==> src/rtl/pmem_pkg.sv <==
package pmem_pkg;
    localparam int ADDR_W = 11;
    localparam int DATA_W = 8;
    localparam int DEPTH  = 1 << ADDR_W;

    typedef enum logic [1:0] {
        WS_IDLE  = 2'd0,
        WS_ARMED = 2'd1,
        WS_BUSY  = 2'd2
    } wr_state_e;

    typedef struct packed {
        logic [ADDR_W-1:0] addr;
        logic [DATA_W-1:0] data;
    } wr_req_t;

    function automatic logic [DATA_W-1:0] poll_byte(input logic [DATA_W-1:0] d);
        return {~d[DATA_W-1], {(DATA_W-1){1'b0}}};
    endfunction
endpackage

==> src/rtl/pmem_wr_fsm.sv <==
module pmem_wr_fsm
    import pmem_pkg::*;
#(
    parameter int WR_CYCLES = 2000000,
    parameter int MIN_PULSE = 2
) (
    input  logic              clk,
    input  logic              rst,
    input  logic              ce_n,
    input  logic              oe_n,
    input  logic              we_n,
    input  logic [ADDR_W-1:0] addr,
    input  logic [DATA_W-1:0] din,
    input  logic              locked,
    output logic              armed,
    output logic              busy,
    output wr_req_t           req,
    output logic              mem_we,
    output logic [ADDR_W-1:0] mem_addr,
    output logic [DATA_W-1:0] mem_wdata
);
    localparam int TW = $clog2(WR_CYCLES);
    localparam int PW = $clog2(MIN_PULSE + 1);
    localparam logic [TW-1:0] TLIM = TW'(WR_CYCLES - 1);
    localparam logic [PW-1:0] PLIM = PW'(MIN_PULSE);

    wr_state_e     state;
    logic          cond, cond_q, ends;
    logic [TW-1:0] tmr;
    logic [PW-1:0] pcnt;

    assign cond = !ce_n && !we_n && oe_n;
    assign ends = ce_n || we_n;

    always_ff @(posedge clk) begin
        if (rst) begin
            state  <= WS_IDLE;
            cond_q <= 1'b0;
            tmr    <= '0;
            pcnt   <= '0;
            req    <= '0;
        end else begin
            cond_q <= cond;
            case (state)
                WS_IDLE: begin
                    if (cond && !cond_q && !locked) begin
                        state    <= WS_ARMED;
                        req.addr <= addr;
                        pcnt     <= PW'(1);
                    end
                end
                WS_ARMED: begin
                    if (!oe_n) begin
                        state <= WS_IDLE;
                    end else if (ends) begin
                        if (pcnt >= PLIM) begin
                            req.data <= din;
                            tmr      <= '0;
                            state    <= WS_BUSY;
                        end else begin
                            state <= WS_IDLE;
                        end
                    end else if (pcnt != PLIM) begin
                        pcnt <= pcnt + 1'b1;
                    end
                end
                WS_BUSY: begin
                    if (tmr == TLIM)
                        state <= WS_IDLE;
                    else
                        tmr <= tmr + 1'b1;
                end
                default: state <= WS_IDLE;
            endcase
        end
    end

    assign armed     = (state == WS_ARMED);
    assign busy      = (state == WS_BUSY);
    assign mem_we    = busy && ((tmr == '0) || (tmr == TLIM));
    assign mem_addr  = req.addr;
    assign mem_wdata = (tmr == TLIM) ? req.data : '1;
endmodule

==> config.mk <==
export PLATFORM = sky130hd
export DESIGN_NAME = pmem_wr_fsm
export DESIGN_NICKNAME = d
export VERILOG_FILES = /design/src/rtl/pmem_pkg.sv /design/src/rtl/pmem_wr_fsm.sv
export SDC_FILE = /design/constraint.sdc
export NUM_CORES = 1
export LEC_CHECK = 0
export BUFFER_PORTS_ARGS = -buffer_cell sky130_fd_sc_hd__buf_2
export CORE_MARGIN = 4
export CORE_UTILIZATION = 40
export CTS_CLUSTER_SIZE = 10
export DETAILED_ROUTE_END_ITERATION = 6
export PLACE_DENSITY = 0.65
export SYNTH_ARGS = -nofsm -noshare
export SYNTH_HDL_FRONTEND = slang
export SYNTH_SLANG_ARGS = --single-unit
==> constraint.sdc <==
create_clock -name clk -period 3.2 [get_ports clk]
set_clock_uncertainty 0.2 [all_clocks]
set_input_delay 0.64 -clock clk [delete_from_list [all_inputs] [get_ports clk]]
set_output_delay 0.64 -clock clk [all_outputs]
set_load 0.01 [all_outputs]
==> results.sh <==
export IMPL_synth_mux_area_fraction_pct=6.51
export IMPL_tritoncts_clock_tree="done"
export IMPL_cts_resized_gates=0
export IMPL_synth_seq_cells=45
export IMPL_num_nets_final=367
export IMPL_worst_slew_pin_transition_ns=1.18
export IMPL_setup_reg_to_reg_worst_slack_ns=0.77
export IMPL_cell_type_of_the_slowest_stage_on_the_worst_timing_path="sky130_fd_sc_hd__dfxtp_1"
export IMPL_r2r_cells=7
export IMPL_placement_io_buffers=65
export IMPL_area_growth_syn_to_layout_pct=18.3
export IMPL_cts_max_level=2
export IMPL_cts_sinks=45
export IMPL_detailroute_via_count=2208
export IMPL_post_route_min_period_ns=2.97
export IMPL_achievable_frequency_mhz=337
export IMPL_rsz0062_at_grt="no"
export IMPL_vdd_drop_max_mv=0.212
export IMPL_number_of_global_route_vias_before_repair=2032
export IMPL_num_io_pins=66
export IMPL_global_route_overflow_total=0
export IMPL_synth_area_in_compound_gates_pct=18.3
export IMPL_worst_path_largest_cell_delay_ns=0.41
export IMPL_ctsHoldBuffers=0
export IMPL_ctsRootBufferMaster="sky130_fd_sc_hd__clkbuf_8"
export IMPL_slew_limit_headroom_pct=20.4
export IMPL_multi_input_comb_area_sq_um=1280
export IMPL_ys_seq_area_share_pct=38.1
export IMPL_hpwl_microns=4230
export IMPL_finalHoldViolCount=0
export IMPL_max_cap_violations=0
export IMPL_ys_async_sr_fraction_pct=0
export IMPL_timing_setup_tns_ns=0
export IMPL_p_per_area_nw_per_um2=373
export IMPL_route_antenna_remaining_nets=0
export IMPL_critical_path_required_ns=2.36
export IMPL_totalWireLength_microns=5760
export IMPL_power_leakage_nw=1.25
export IMPL_synth_adder_area_share_pct=1.59
export IMPL_drive_above_1_share_pct=27.6
export IMPL_antenna_diode_count=0
export IMPL_fp_dieW_microns=84.9
export IMPL_post_route_period_util_pct=92.7
export IMPL_routedWlPerCell_microns=14.0
export IMPL_grt_start_max_net_pins=43
export IMPL_fill_cells=567
export IMPL_seqCellArea_sq_um=901
export IMPL_fraction_of_post_synthesis_cell_area_in_the_top_cell_type_by_area_pct=38.1
export IMPL_arrival_ns=2.13
export IMPL_coreArea_sq_um=5610
export IMPL_report_final_slew_viol_count=0
export IMPL_post_synth_main_area_contributors="sky130_fd_sc_hd__dfxtp_1, sky130_fd_sc_hd__nand2_1, sky130_fd_sc_hd__mux2i_1, sky130_fd_sc_hd__nor2_1, sky130_fd_sc_hd__a21oi_1"
export IMPL_synth_cell_area_sq_um=2360
export IMPL_worst_hold_path_num_cells=2
export IMPL_wire_length_of_the_first_global_routing_pass_microns=9680
export IMPL_ys_types=47
export IMPL_critical_path_max_fanout=10
export IMPL_die_area_sq_um=7210
export IMPL_hold_class="reg2reg"
export IMPL_source_to_sink_clock_delay_at_the_later_pin_of_the_worst_skew_pair_ns=0.30
export IMPL_simple_gate_share_of_the_synthesized_area_pct=26.9
export IMPL_synth_edf_count=0
export IMPL_antenna_violations_before_repair=0
export IMPL_synth_warn=0
export IMPL_grt_util_all_layers_pct=16.1
export IMPL_vias_per_instance=5.36
export IMPL_status="finished clean"
export IMPL_floorplan_die_height_microns=84.9
export IMPL_synth_fp_nets=315
export IMPL_crit_path_end_kind="output port"
export IMPL_postSynthCellCount=287
export IMPL_crit_path_cell_trace="ha_1 > and4_1 > nand2_1 > nor4_2 > buf_4 > nand2b_1 > buf_2"
export IMPL_place_gp_congestion=0.910
export IMPL_initial_core_utilization_pct=42.2
export IMPL_tritoncts_buffers=5
export IMPL_number_of_optimization_iterations_in_the_first_detailed_route_pass=4
export IMPL_placementRows=27
export IMPL_clkTransAtPathRegs_ns=0.09
export IMPL_postCtsSetupRepairBufs=0
export IMPL_synth_xor_area_share_pct=0.741
export IMPL_syn_area_per_cell_sq_um=8.24
export IMPL_synth_main_ff_cell="sky130_fd_sc_hd__dfxtp_1"
export IMPL_clockBufferDepth=2
export IMPL_setup_worst_path_class="reg2out"
export IMPL_placedCellCount=404
export IMPL_drtIter0Drc=101
export IMPL_post_route_drc_count=0
export IMPL_main_combinational_cell_family_by_area_after_synthesis="simple AND/OR/NAND/NOR gates"
export IMPL_finalNonFillerCells=412
export IMPL_netlist_top_cell_by_area="sky130_fd_sc_hd__dfxtp_1"
export IMPL_setup_worst_path_start_class="flop"
export IMPL_setup_viol=0
-- per-stage QoR --
stage / hold slack [ns] / total power, mW / setup WS [ns] / area (sq um) / util, %
5_1_grt: 0.300 / 1.10 / 0.0859 / 2800 / 49.9
3_3_place_gp: 0.255 / 0.633 / 0.632 / 2690 / 47.9
6_report: 0.270 / 1.04 / 0.234 / 2800 / 49.9
4_1_cts: 0.272 / 1.06 / 0.220 / 2800 / 49.9
2_1_floorplan: 0.236 / 0.612 / 0.524 / 2360 / -
3_5_place_dp: 0.259 / 0.634 / 0.571 / 2690 / 47.9
-- Yosys cell counts (2+ instances only) --
| cell | count |
|---|---|
| sky130_fd_sc_hd__dfxtp_1 | 45 |
| sky130_fd_sc_hd__nand2_1 | 37 |
| sky130_fd_sc_hd__nor2_1 | 31 |
| sky130_fd_sc_hd__a21oi_1 | 17 |
| sky130_fd_sc_hd__mux2i_1 | 12 |
| sky130_fd_sc_hd__buf_4 | 11 |
| sky130_fd_sc_hd__clkbuf_1 | 11 |
| sky130_fd_sc_hd__inv_1 | 9 |
| sky130_fd_sc_hd__nand2b_1 | 9 |
| sky130_fd_sc_hd__nor4_1 | 9 |
| sky130_fd_sc_hd__nand3_1 | 8 |
| sky130_fd_sc_hd__nor3_1 | 8 |
| sky130_fd_sc_hd__o21ai_0 | 7 |
| sky130_fd_sc_hd__and3_1 | 6 |
| sky130_fd_sc_hd__a31oi_1 | 5 |
| sky130_fd_sc_hd__and4_1 | 5 |
| sky130_fd_sc_hd__o22ai_1 | 5 |
| sky130_fd_sc_hd__a21o_1 | 4 |
| sky130_fd_sc_hd__a22o_1 | 3 |
| sky130_fd_sc_hd__buf_2 | 3 |
| sky130_fd_sc_hd__ha_1 | 3 |
| sky130_fd_sc_hd__mux2_2 | 3 |
| sky130_fd_sc_hd__nand4_1 | 3 |
| sky130_fd_sc_hd__o31a_1 | 3 |
| sky130_fd_sc_hd__or3_1 | 3 |
| sky130_fd_sc_hd__a311oi_2 | 2 |
| sky130_fd_sc_hd__o211ai_1 | 2 |
| sky130_fd_sc_hd__o22ai_2 | 2 |
| sky130_fd_sc_hd__or4_4 | 2 |
| sky130_fd_sc_hd__xor2_1 | 2 |
-- area by class of cell --
cell class	instances	area share, %
clock inverters	2	1.39
well taps	72	3.22
inverters	9	1.21
clock buffers	6	2.60
flip-flops and latches	45	32.2
multi-input cells	206	45.9
repair buffers	72	13.5
-- final timing paths --
path / startpoint / to
setup / recovery: tmr[0] / mem_wdata[4]
hold / removal: req[0] / req[0]
setup reg to reg: pcnt[0] / tmr[3]
hold reg to reg: req[0] / req[0]
-- power by group --
part	leakage, nW	switching (mW)	internal (mW)
Sequential	0.363	0.00254	0.563
Clock	0.0554	0.189	0.234
Combinational	0.831	0.0293	0.0251
Total	1.25	0.221	0.823
-- placed cells by master, fill, tap and decap left out, types with 4 or more instances in the layout --
cell type                  Yosys  routed
sky130_fd_sc_hd__a21o_1        4       4
sky130_fd_sc_hd__a21oi_1      17      17
sky130_fd_sc_hd__a31oi_1       5       5
sky130_fd_sc_hd__and3_1        6       6
sky130_fd_sc_hd__and4_1        5       5
sky130_fd_sc_hd__buf_2         3      65
sky130_fd_sc_hd__buf_4        11       7
sky130_fd_sc_hd__clkbuf_8      0       5
sky130_fd_sc_hd__dfxtp_1      45      45
sky130_fd_sc_hd__inv_1         9       9
sky130_fd_sc_hd__mux2i_1      12      12
sky130_fd_sc_hd__nand2_1      37      37
sky130_fd_sc_hd__nand2b_1      9       9
sky130_fd_sc_hd__nand3_1       8       8
sky130_fd_sc_hd__nor2_1       31      31
sky130_fd_sc_hd__nor3_1        8       8
sky130_fd_sc_hd__nor4_1        9       8
sky130_fd_sc_hd__o21ai_0       7       7
sky130_fd_sc_hd__o22ai_1       5       5
-- flip-flops by register name (all words and copies together) (netlist names) --
name / cells
req: 8
state: 2
cond_q: 1
mem_addr: 11
tmr: 21
pcnt: 2
-- per-layer routing --
layer | global-route usage [%] | vias to the layer above | wire length (microns)
met5 | 0 | - | 0
met4 | 5.04 | 0 | 62
met3 | 3.20 | 5 | 329
met2 | 26.1 | 58 | 2720
met1 | 21.4 | 1027 | 2640
li1 | - | 1118 | -
-- critical path: cells and delay by family, from the launching register on --
kind	cells	cell delay [ns]
adder cells (fa/ha/maj)	1	0.22
buffers and inverters	2	0.39
flip-flops	1	0.41
AND/OR/NAND/NOR	4	0.81
-- logic make-up after synthesis --
family / after synthesis
fa+ha+maj: 3
flops: 45
mux: 15
compound gates: 61
simple gates: 125
xor+xnor: 2
buf+inv: 36
Power figures use the tool's default switching activity.
